## src/rtl/rtc_cal_core.sv

```systemverilog
module rtc_cal_core #(
  parameter int ADDR_W = 8,
  parameter int DAY_W = 15,
  parameter logic [ADDR_W-1:0] BASE_ADDR = 8'h14
) (
  input  logic              clk,
  input  logic              rst_n,
  input  logic              tick_i,
  input  logic [ADDR_W-1:0] addr_i,
  input  logic              wr_i,
  input  logic              rd_i,
  input  logic [7:0]        wdata_i,
  output logic [7:0]        rdata_o,
  output logic              irq_o
);
  localparam int DHI_W = DAY_W - 8;
  localparam logic [ADDR_W-1:0] A_CTRL  = BASE_ADDR;
  localparam logic [ADDR_W-1:0] A_SEC   = BASE_ADDR + 1;
  localparam logic [ADDR_W-1:0] A_MIN   = BASE_ADDR + 2;
  localparam logic [ADDR_W-1:0] A_HR    = BASE_ADDR + 3;
  localparam logic [ADDR_W-1:0] A_DAYL  = BASE_ADDR + 4;
  localparam logic [ADDR_W-1:0] A_DAYH  = BASE_ADDR + 5;
  localparam logic [ADDR_W-1:0] A_AMIN  = BASE_ADDR + 6;
  localparam logic [ADDR_W-1:0] A_AHR   = BASE_ADDR + 7;
  localparam logic [ADDR_W-1:0] A_ADAYL = BASE_ADDR + 8;
  localparam logic [ADDR_W-1:0] A_ADAYH = BASE_ADDR + 9;
  localparam logic [7:0] SEC_LAST = 8'h59;
  localparam logic [7:0] MIN_LAST = 8'h59;
  localparam logic [7:0] HR_LAST  = 8'h23;

  logic [7:0] sec_q, min_q, hr_q, amin_q, ahr_q;
  logic [DAY_W-1:0] day_q, aday_q;
  logic cal_en_q, ie_q, flag_q, men_q, hen_q, den_q, busy_q;

  function automatic logic [7:0] bcd_step(input logic [7:0] v, input logic [7:0] last);
    if (v == last) return 8'h00;
    if (v[3:0] == 4'd9) return {v[7:4] + 4'd1, 4'd0};
    return v + 8'd1;
  endfunction

  logic sec_c, min_c, hr_c, any_en, hit, wr_ok;
  logic [7:0] min_nx, hr_nx;
  logic [DAY_W-1:0] day_nx;

  assign sec_c  = sec_q == SEC_LAST;
  assign min_c  = sec_c && min_q == MIN_LAST;
  assign hr_c   = min_c && hr_q == HR_LAST;
  assign min_nx = sec_c ? bcd_step(min_q, MIN_LAST) : min_q;
  assign hr_nx  = min_c ? bcd_step(hr_q, HR_LAST) : hr_q;
  assign day_nx = hr_c ? day_q + 1'b1 : day_q;
  assign any_en = men_q | hen_q | den_q;
  assign hit    = busy_q && sec_c && any_en &&
                  (!men_q || min_nx == amin_q) &&
                  (!hen_q || hr_nx == ahr_q) &&
                  (!den_q || day_nx == aday_q);
  assign wr_ok  = wr_i && !busy_q;
  assign irq_o  = flag_q & ie_q;

  always_ff @(posedge clk) begin
    if (!rst_n) begin
      sec_q <= '0; min_q <= '0; hr_q <= '0; day_q <= '0;
      amin_q <= '0; ahr_q <= '0; aday_q <= '0;
      cal_en_q <= 1'b0; ie_q <= 1'b0; flag_q <= 1'b0;
      men_q <= 1'b0; hen_q <= 1'b0; den_q <= 1'b0; busy_q <= 1'b0;
    end else begin
      busy_q <= tick_i && cal_en_q;
      if (busy_q) begin
        sec_q <= bcd_step(sec_q, SEC_LAST);
        min_q <= min_nx;
        hr_q  <= hr_nx;
        day_q <= day_nx;
        if (hit) flag_q <= 1'b1;
      end
      if (wr_ok) begin
        case (addr_i)
          A_CTRL: begin
            cal_en_q <= wdata_i[0];
            ie_q     <= wdata_i[1];
            if (wdata_i[2]) flag_q <= 1'b0;
            men_q    <= wdata_i[3];
            hen_q    <= wdata_i[4];
            den_q    <= wdata_i[5];
          end
          A_SEC:   sec_q <= wdata_i;
          A_MIN:   min_q <= wdata_i;
          A_HR:    hr_q  <= wdata_i;
          A_DAYL:  day_q[7:0] <= wdata_i;
          A_DAYH:  day_q[DAY_W-1:8] <= wdata_i[DHI_W-1:0];
          A_AMIN:  amin_q <= wdata_i;
          A_AHR:   ahr_q  <= wdata_i;
          A_ADAYL: aday_q[7:0] <= wdata_i;
          A_ADAYH: aday_q[DAY_W-1:8] <= wdata_i[DHI_W-1:0];
          default: ;
        endcase
      end
    end
  end

  logic [7:0] mux;
  always_comb begin
    case (addr_i)
      A_CTRL:  mux = {busy_q, 1'b0, den_q, hen_q, men_q, flag_q, ie_q, cal_en_q};
      A_SEC:   mux = sec_q;
      A_MIN:   mux = min_q;
      A_HR:    mux = hr_q;
      A_DAYL:  mux = day_q[7:0];
      A_DAYH:  mux = 8'(day_q[DAY_W-1:8]);
      A_AMIN:  mux = amin_q;
      A_AHR:   mux = ahr_q;
      A_ADAYL: mux = aday_q[7:0];
      A_ADAYH: mux = 8'(aday_q[DAY_W-1:8]);
      default: mux = 8'h00;
    endcase
  end
  assign rdata_o = rd_i ? mux : 8'h00;
endmodule


```

## config.mk

```make
export PLATFORM = sky130hd
export DESIGN_NAME = rtc_cal_core
export DESIGN_NICKNAME = d
export VERILOG_FILES = /design/src/rtl/rtc_cal_core.sv
export SDC_FILE = /design/constraint.sdc
export NUM_CORES = 1
export LEC_CHECK = 0
export BUFFER_PORTS_ARGS = -buffer_cell sky130_fd_sc_hd__buf_2
export CORE_UTILIZATION = 55
export CTS_BUF_LIST = sky130_fd_sc_hd__clkbuf_4
export CTS_CLUSTER_SIZE = 8
export DETAILED_ROUTE_END_ITERATION = 10
export GPL_TIMING_DRIVEN = 0
export PLACE_DENSITY_LB_ADDON = 0.25
export SLEW_MARGIN = 20
export SYNTH_ARGS = -nofsm -noshare
export SYNTH_HDL_FRONTEND = slang
export SYNTH_SLANG_ARGS = --single-unit
```

## constraint.sdc

```tcl
create_clock -name clk -period 2.78 [get_ports clk]
set_input_delay 0.417 -clock clk [delete_from_list [all_inputs] [get_ports clk]]
set_output_delay 0.417 -clock clk [all_outputs]
set_load 0.03 [all_outputs]
```

==> results.cfg, run 1 <==
[critical_path]
critical_path_required_ns = 3.16
reg2reg_from = hr_q[1]
path_delay_family = simple AND/OR/NAND/NOR gates
start_kind = flop
path_max_fanout = 7
cp_slowest_cell = dfxtp_4
crit_arrival_ns = 3.14
max_stage_delay_ns = 0.43
crit_path_end_kind = flop
crit_buf_inv = 1
cp-startpoint = hr_q[1]
rrSetupSlack_ns = 0.01
crit_type = flop to flop
path_cells = ha_2 > nor4b_4 > and2_1 > clkbuf_1 > nand3_1 > or3_1 > o2111ai_1 > a211oi_1 > a311oi_1 > nor3_1

[sta]
setup_tns_ns = 0
worstMarginPinSlew_ns = 0.9537
period_share_pct = 99.49
grt_setup_unrepaired = yes
hold_viol_final = 0
fin_worst_skew_ns = 0.02519
slew_violations = 0
relSlewSlack_pct = 36.42
setup_viol = 0
clock.fmax_mhz = 361.6
layout_setup_ws_ns = 0.01425
fin_crit_ns = 2.766

[synth]
ys.flop_type = dfxtp_1
synth_common_cells = dfxtp_1 (77), nand2_1 (68), nor2_1 (66)
synth_edf_count = 0
ys_types = 72
syn_area_per_cell_um2 = 7.878
syn_nets = 742
synth.largest_area_cell = dfxtp_1
synth.area.top_cells = dfxtp_1 (28%), mux2i_1 (5.6%), nand3_1 (4.7%), nand2_1 (4.6%), a211oi_1 (4.4%)
synth_most_common_cell = dfxtp_1
ys_seq_area_share_pct = 27.64
yosysWarnings = 0
synthArstFlopShare_pct = 0
synth-seq-cells = 77
synth_area_um2 = 5578
yosys.area.top_type_share_pct = 27.64
synthCells = 708

[cells_and_area]
layout-drive-gt1-share_pct = 18.98
final_nets = 793
final_cell_area_um2 = 6555
syn2layout_area_growth_pct = 17.52
n_fill_cell = 852

[global_route]
antenna_found_initial = 0
gr-usage-all-layers_pct = 40.48
grt_max_degree = 16
grt_pass1_vias = 5656
grt_pass1_wl_um = 31360
gr-total-overflow = 0

[placement]
placed_cell_area_um2 = 5924
hpwl_um = 14500
gp_congestion = 1.026
dp_slack_ns = -0.7534
portBuffers = 22

[power]
peakVddDrop_uv = 261.7
power.leakage_nw = 2.233
powerDensity_nw_per_um2 = 291.0

[floorplanning]
die_w_um = 102.7
start_util_pct = 56.80
fp.dieH_um = 102.7
io_pins = 30
num_rows = 36
core-area_um2 = 9819
die_area_um2 = 10550

[drt]
wl_um = 20770
wl_per_cell_um = 23.12
drtAntennaViolNets = 0
vias = 6174
drc_errors = 0
firstDrtPassIters = 6
avgViaCountPerCell = 6.875
drtIter0Drc = 612

[cts]
cts_tree = done
cts_sinks = 77
postCtsHoldBufs = 0
cts_root_buffer = clkbuf_4
h-tree-depth = 3
clk_pin_slew_ns = 0.16
cts_inserted_buffers = 9
clk_latency_ns = 0.47
cts.path.max_buffers = 2

[worst_hold_path]
min_from = tick_i
hp-class = input port to flop

[status]
status = finished, final reports clean

[flow_run]
drv_cap = 0
kinds of logic (layout without fill, tap and decap cells):
| logic type | after synthesis | in the layout | synth area share, % |
|---|---|---|---|
| buf+inv | 68 | 124 | 5.720 |
| compound gates | 182 | 182 | 23.08 |
| other cells | 0 | 1 | 0 |
| xor+xnor | 49 | 49 | 7.694 |
| fa+ha+maj | 14 | 14 | 3.096 |
| flops | 77 | 77 | 27.64 |
| simple gates | 283 | 283 | 26.40 |
| mux | 35 | 35 | 6.371 |
sequential cells by signal, summed over array words and instances (netlist names), 8 cells and up:
signal / count
aday_q: 15
ahr_q: 8
amin_q: 8
day_q: 15
hr_q: 8
min_q: 8
sec_q: 8
area by class of cell:
class	count	area, um2	share of cell area [%]
antenna	1	2.502	0.03818
timing repair buffer	40	304.0	4.638
clock inverter	7	56.30	0.8589
buffer	55	311.5	4.753
multi-input combinational	563	4028	61.44
clock buffer	9	67.56	1.031
tap	133	166.4	2.539
inverter	13	48.80	0.7444
sequential	77	1570	23.96
stage by stage:
step                      hold slack (ns)  util (%)  power, mW  instances
final                              0.1704     66.76      1.908        898
after global routing               0.1637     66.73      1.955        897
after CTS                          0.1718     63.98      1.891        885
after detailed placement           0.4837     60.33      1.247        863
after global placement             0.4810     60.27      1.244        863
after floorplan                    0.4444         -      1.188        708
power breakdown:
part | total [mW] | internal [mW] | switching (mW)
Combinational | 0.131 | 0.0291 | 0.101
Sequential | 1.10 | 1.10 | 0.00280
Clock | 0.674 | 0.194 | 0.480
layout by cell type (no fill, tap or decap), types with 8 or more instances in the layout:
master / count
and3_1: 9
ha_1: 10
nand3_1: 52
buf_6: 12
nand2_1: 66
inv_1: 11
a21oi_1: 41
and2_1: 9
o211ai_1: 8
a221oi_1: 9
buf_4: 21
xnor2_1: 26
dfxtp_1: 66
mux2i_1: 31
clkbuf_4: 10
nor2_1: 58
nand4_1: 11
a22oi_1: 12
a211oi_1: 31
nor3_1: 14
clkbuf_1: 35
xor2_1: 23
buf_2: 21
o21ai_0: 14
per-layer routing:
layer  up-vias  routed length, um  GRT usage (%)  share of wire (%)
met2       427               9179          62.72                 44
met1      2879               7841          50.40                 38
met5         -                  0              0                  0
met4         0               1533          25.38                7.4
met3       129               2211          9.966                 11
li1       2739                  -              -                  -
final timing paths:
kind,to,cells after the start
worst max-delay path,flag_q,10
worst min-delay path,busy_q,2
worst max register to register,flag_q,10
worst min register to register,aday_q[7],2
repair_timing:
item	in CTS	in global routing
setup buffers	6	12
setup endpoints to repair	24	13
pin swaps	3	23
resized for setup	54	52
No activity file was read; power rests on OpenSTA's default activity.
==> inputs of run 2 (changes only) <==
--- a/config.mk
+++ b/config.mk
@@ -8,3 +8,3 @@
 export BUFFER_PORTS_ARGS = -buffer_cell sky130_fd_sc_hd__buf_2
-export CORE_UTILIZATION = 55
+export CORE_UTILIZATION = 50
 export CTS_BUF_LIST = sky130_fd_sc_hd__clkbuf_4
==> constraint.sdc (replaced) <==
create_clock -name clk -period 3.48 [get_ports clk]
set_input_delay 0.348 -clock clk [delete_from_list [all_inputs] [get_ports clk]]
set_output_delay 0.348 -clock clk [all_outputs]
set_load 0.03 [all_outputs]
==> results.cfg, run 2 (same netlist as run 1, synthesis figures left out) <==
[status]
status = finished, final reports clean

[sta]
clock.fmax_mhz = 309.1
layout_setup_ws_ns = 0.2453
setup_viol = 0
hold_viol_final = 0
fin_worst_skew_ns = 0.01446
grt_setup_unrepaired = no
slew_violations = 0
relSlewSlack_pct = 38.15
period_share_pct = 92.95
worstMarginPinSlew_ns = 0.9277
fin_crit_ns = 3.235
setup_tns_ns = 0

[cells_and_area]
multiInputGateArea_um2 = 3739
layout_commonest_cell = dfxtp_1
final_nets = 775
reg.largest.list = aday_q x15, day_q x15
layout.cells.non_filler = 886
n_fill_cell = 1038
final_core_util_pct = 55.37
syn2layout_area_growth_pct = 7.604
seq_area_um2 = 1541
layout-drive-gt1-share_pct = 10.19
final_cell_mix = dfxtp_1 (77), nand2_1 (68), nor2_1 (66), nand3_1 (52), a21oi_1 (43)
num_antenna_cells = 0

[cts]
postCtsHoldBufs = 0
cts_inserted_buffers = 9
clk_latency_ns = 0.50
cts_setup_buffers = 0
cts.path.max_buffers = 2
cts_sinks = 77
cts_root_buffer = clkbuf_4
clk_pin_slew_ns = 0.14
cts-resized-gates = 1
cts_tree = done
h-tree-depth = 3

[power]
powerDensity_nw_per_um2 = 250.2
power.leakage_nw = 2.028
peakVddDrop_uv = 260.7
total_power_mw = 1.502

[flow_run]
drv_cap = 0

[drt]
firstDrtPassIters = 7
avgViaCountPerCell = 6.822
vias = 6044
drtAntennaViolNets = 0
drtIter0Drc = 734
wl_per_cell_um = 23.29
wl_um = 20630
drc_errors = 0

[global_route]
top_usage_layer = met2
gr-usage-all-layers_pct = 36.64
grt_pass1_vias = 5546
grtUsageMet2_pct = 58.01
grt_max_degree = 14
gr-total-overflow = 0
grt_pass1_wl_um = 31180
antenna_found_initial = 0
gr-usage-met3_pct = 10.59
grtUsageMet1_pct = 45.35

[floorplanning]
die_area_um2 = 11580
fp.dieH_um = 107.6
io_pins = 30
core-area_um2 = 10840
die_w_um = 107.6
start_util_pct = 51.45
num_rows = 38

[critical_path]
path_max_fanout = 10
crit_arrival_ns = 2.89
crit_path_end_kind = primary output
start_kind = input port
crit_type = input port to primary output
critical_path_required_ns = 3.13

[placement]
gp_congestion = 1.019
dp_slack_ns = -0.01916
placedCellCount = 870
portBuffers = 22
hpwl_um = 14850

[worst_hold_path]
hp-class = input port to flop
run 2: cell types whose count changed in the layout (fill, tap and decap cells not counted), moves of 4 or more:
cell     change
buf_4       -20
a31oi_1      +7
nor2_4       -6
dfxtp_2      -5
a31oi_2      -4
buf_6        -8
dfxtp_4      -6
nor2_1       +8
buf_2        +9
dfxtp_1     +11
run 2: where the power goes:
group          switching, mW  total, mW  internal [mW]  leakage, nW
Combinational         0.0759     0.0959         0.0200         1.34
Clock                  0.368      0.521          0.153       0.0661
Sequential           0.00236      0.885          0.883        0.620
Total                  0.446       1.50           1.06         2.03
run 2: metrics by stage:
| step | hold WS (ns) | instance area (um2) |
|---|---|---|
| after floorplan | 0.4444 | 5578 |
| after global placement | 0.4717 | 5863 |
| after detailed placement | 0.4839 | 5863 |
| after CTS | 0.05187 | 5984 |
| after global routing | 0.07048 | 6002 |
| final | 0.06701 | 6002 |
run 2: final cells by class:
cell class              count  share of cell area (%)
clock buffers              10                   1.251
repair buffers             22                   1.834
well taps                 140                   2.918
inverters                  13                  0.8130
flip-flops and latches     77                   25.68
plain buffers              55                   4.545
clock inverters             6                  0.6671
multi-input cells         563                   62.29
run 2: layer usage:
layer | up-vias | part of all wire (%)
li1 | 2702 | -
met1 | 2895 | 39
met2 | 362 | 45
met3 | 83 | 11
met4 | 2 | 4.5
met5 | - | 0.16
run 2: path summary, 6_finish.rpt:
kind	from	to	slack, ns	depth (start not counted)
min	tick_i	busy_q	0.07	2
max	addr_i[5]	rdata_o[5]	0.25	8
max reg2reg	hr_q[0]	flag_q	0.34	10
min reg2reg	ie_q	ie_q	0.51	2
run 2: worst max-delay path, cell delays in order:
cell      delay, ns
buf_2          0.10
nor4b_2        0.45
or3b_2         0.54
nor2_1         0.43
clkbuf_2       0.35
a32oi_1        0.08
a31oi_1        0.32
buf_2          0.26
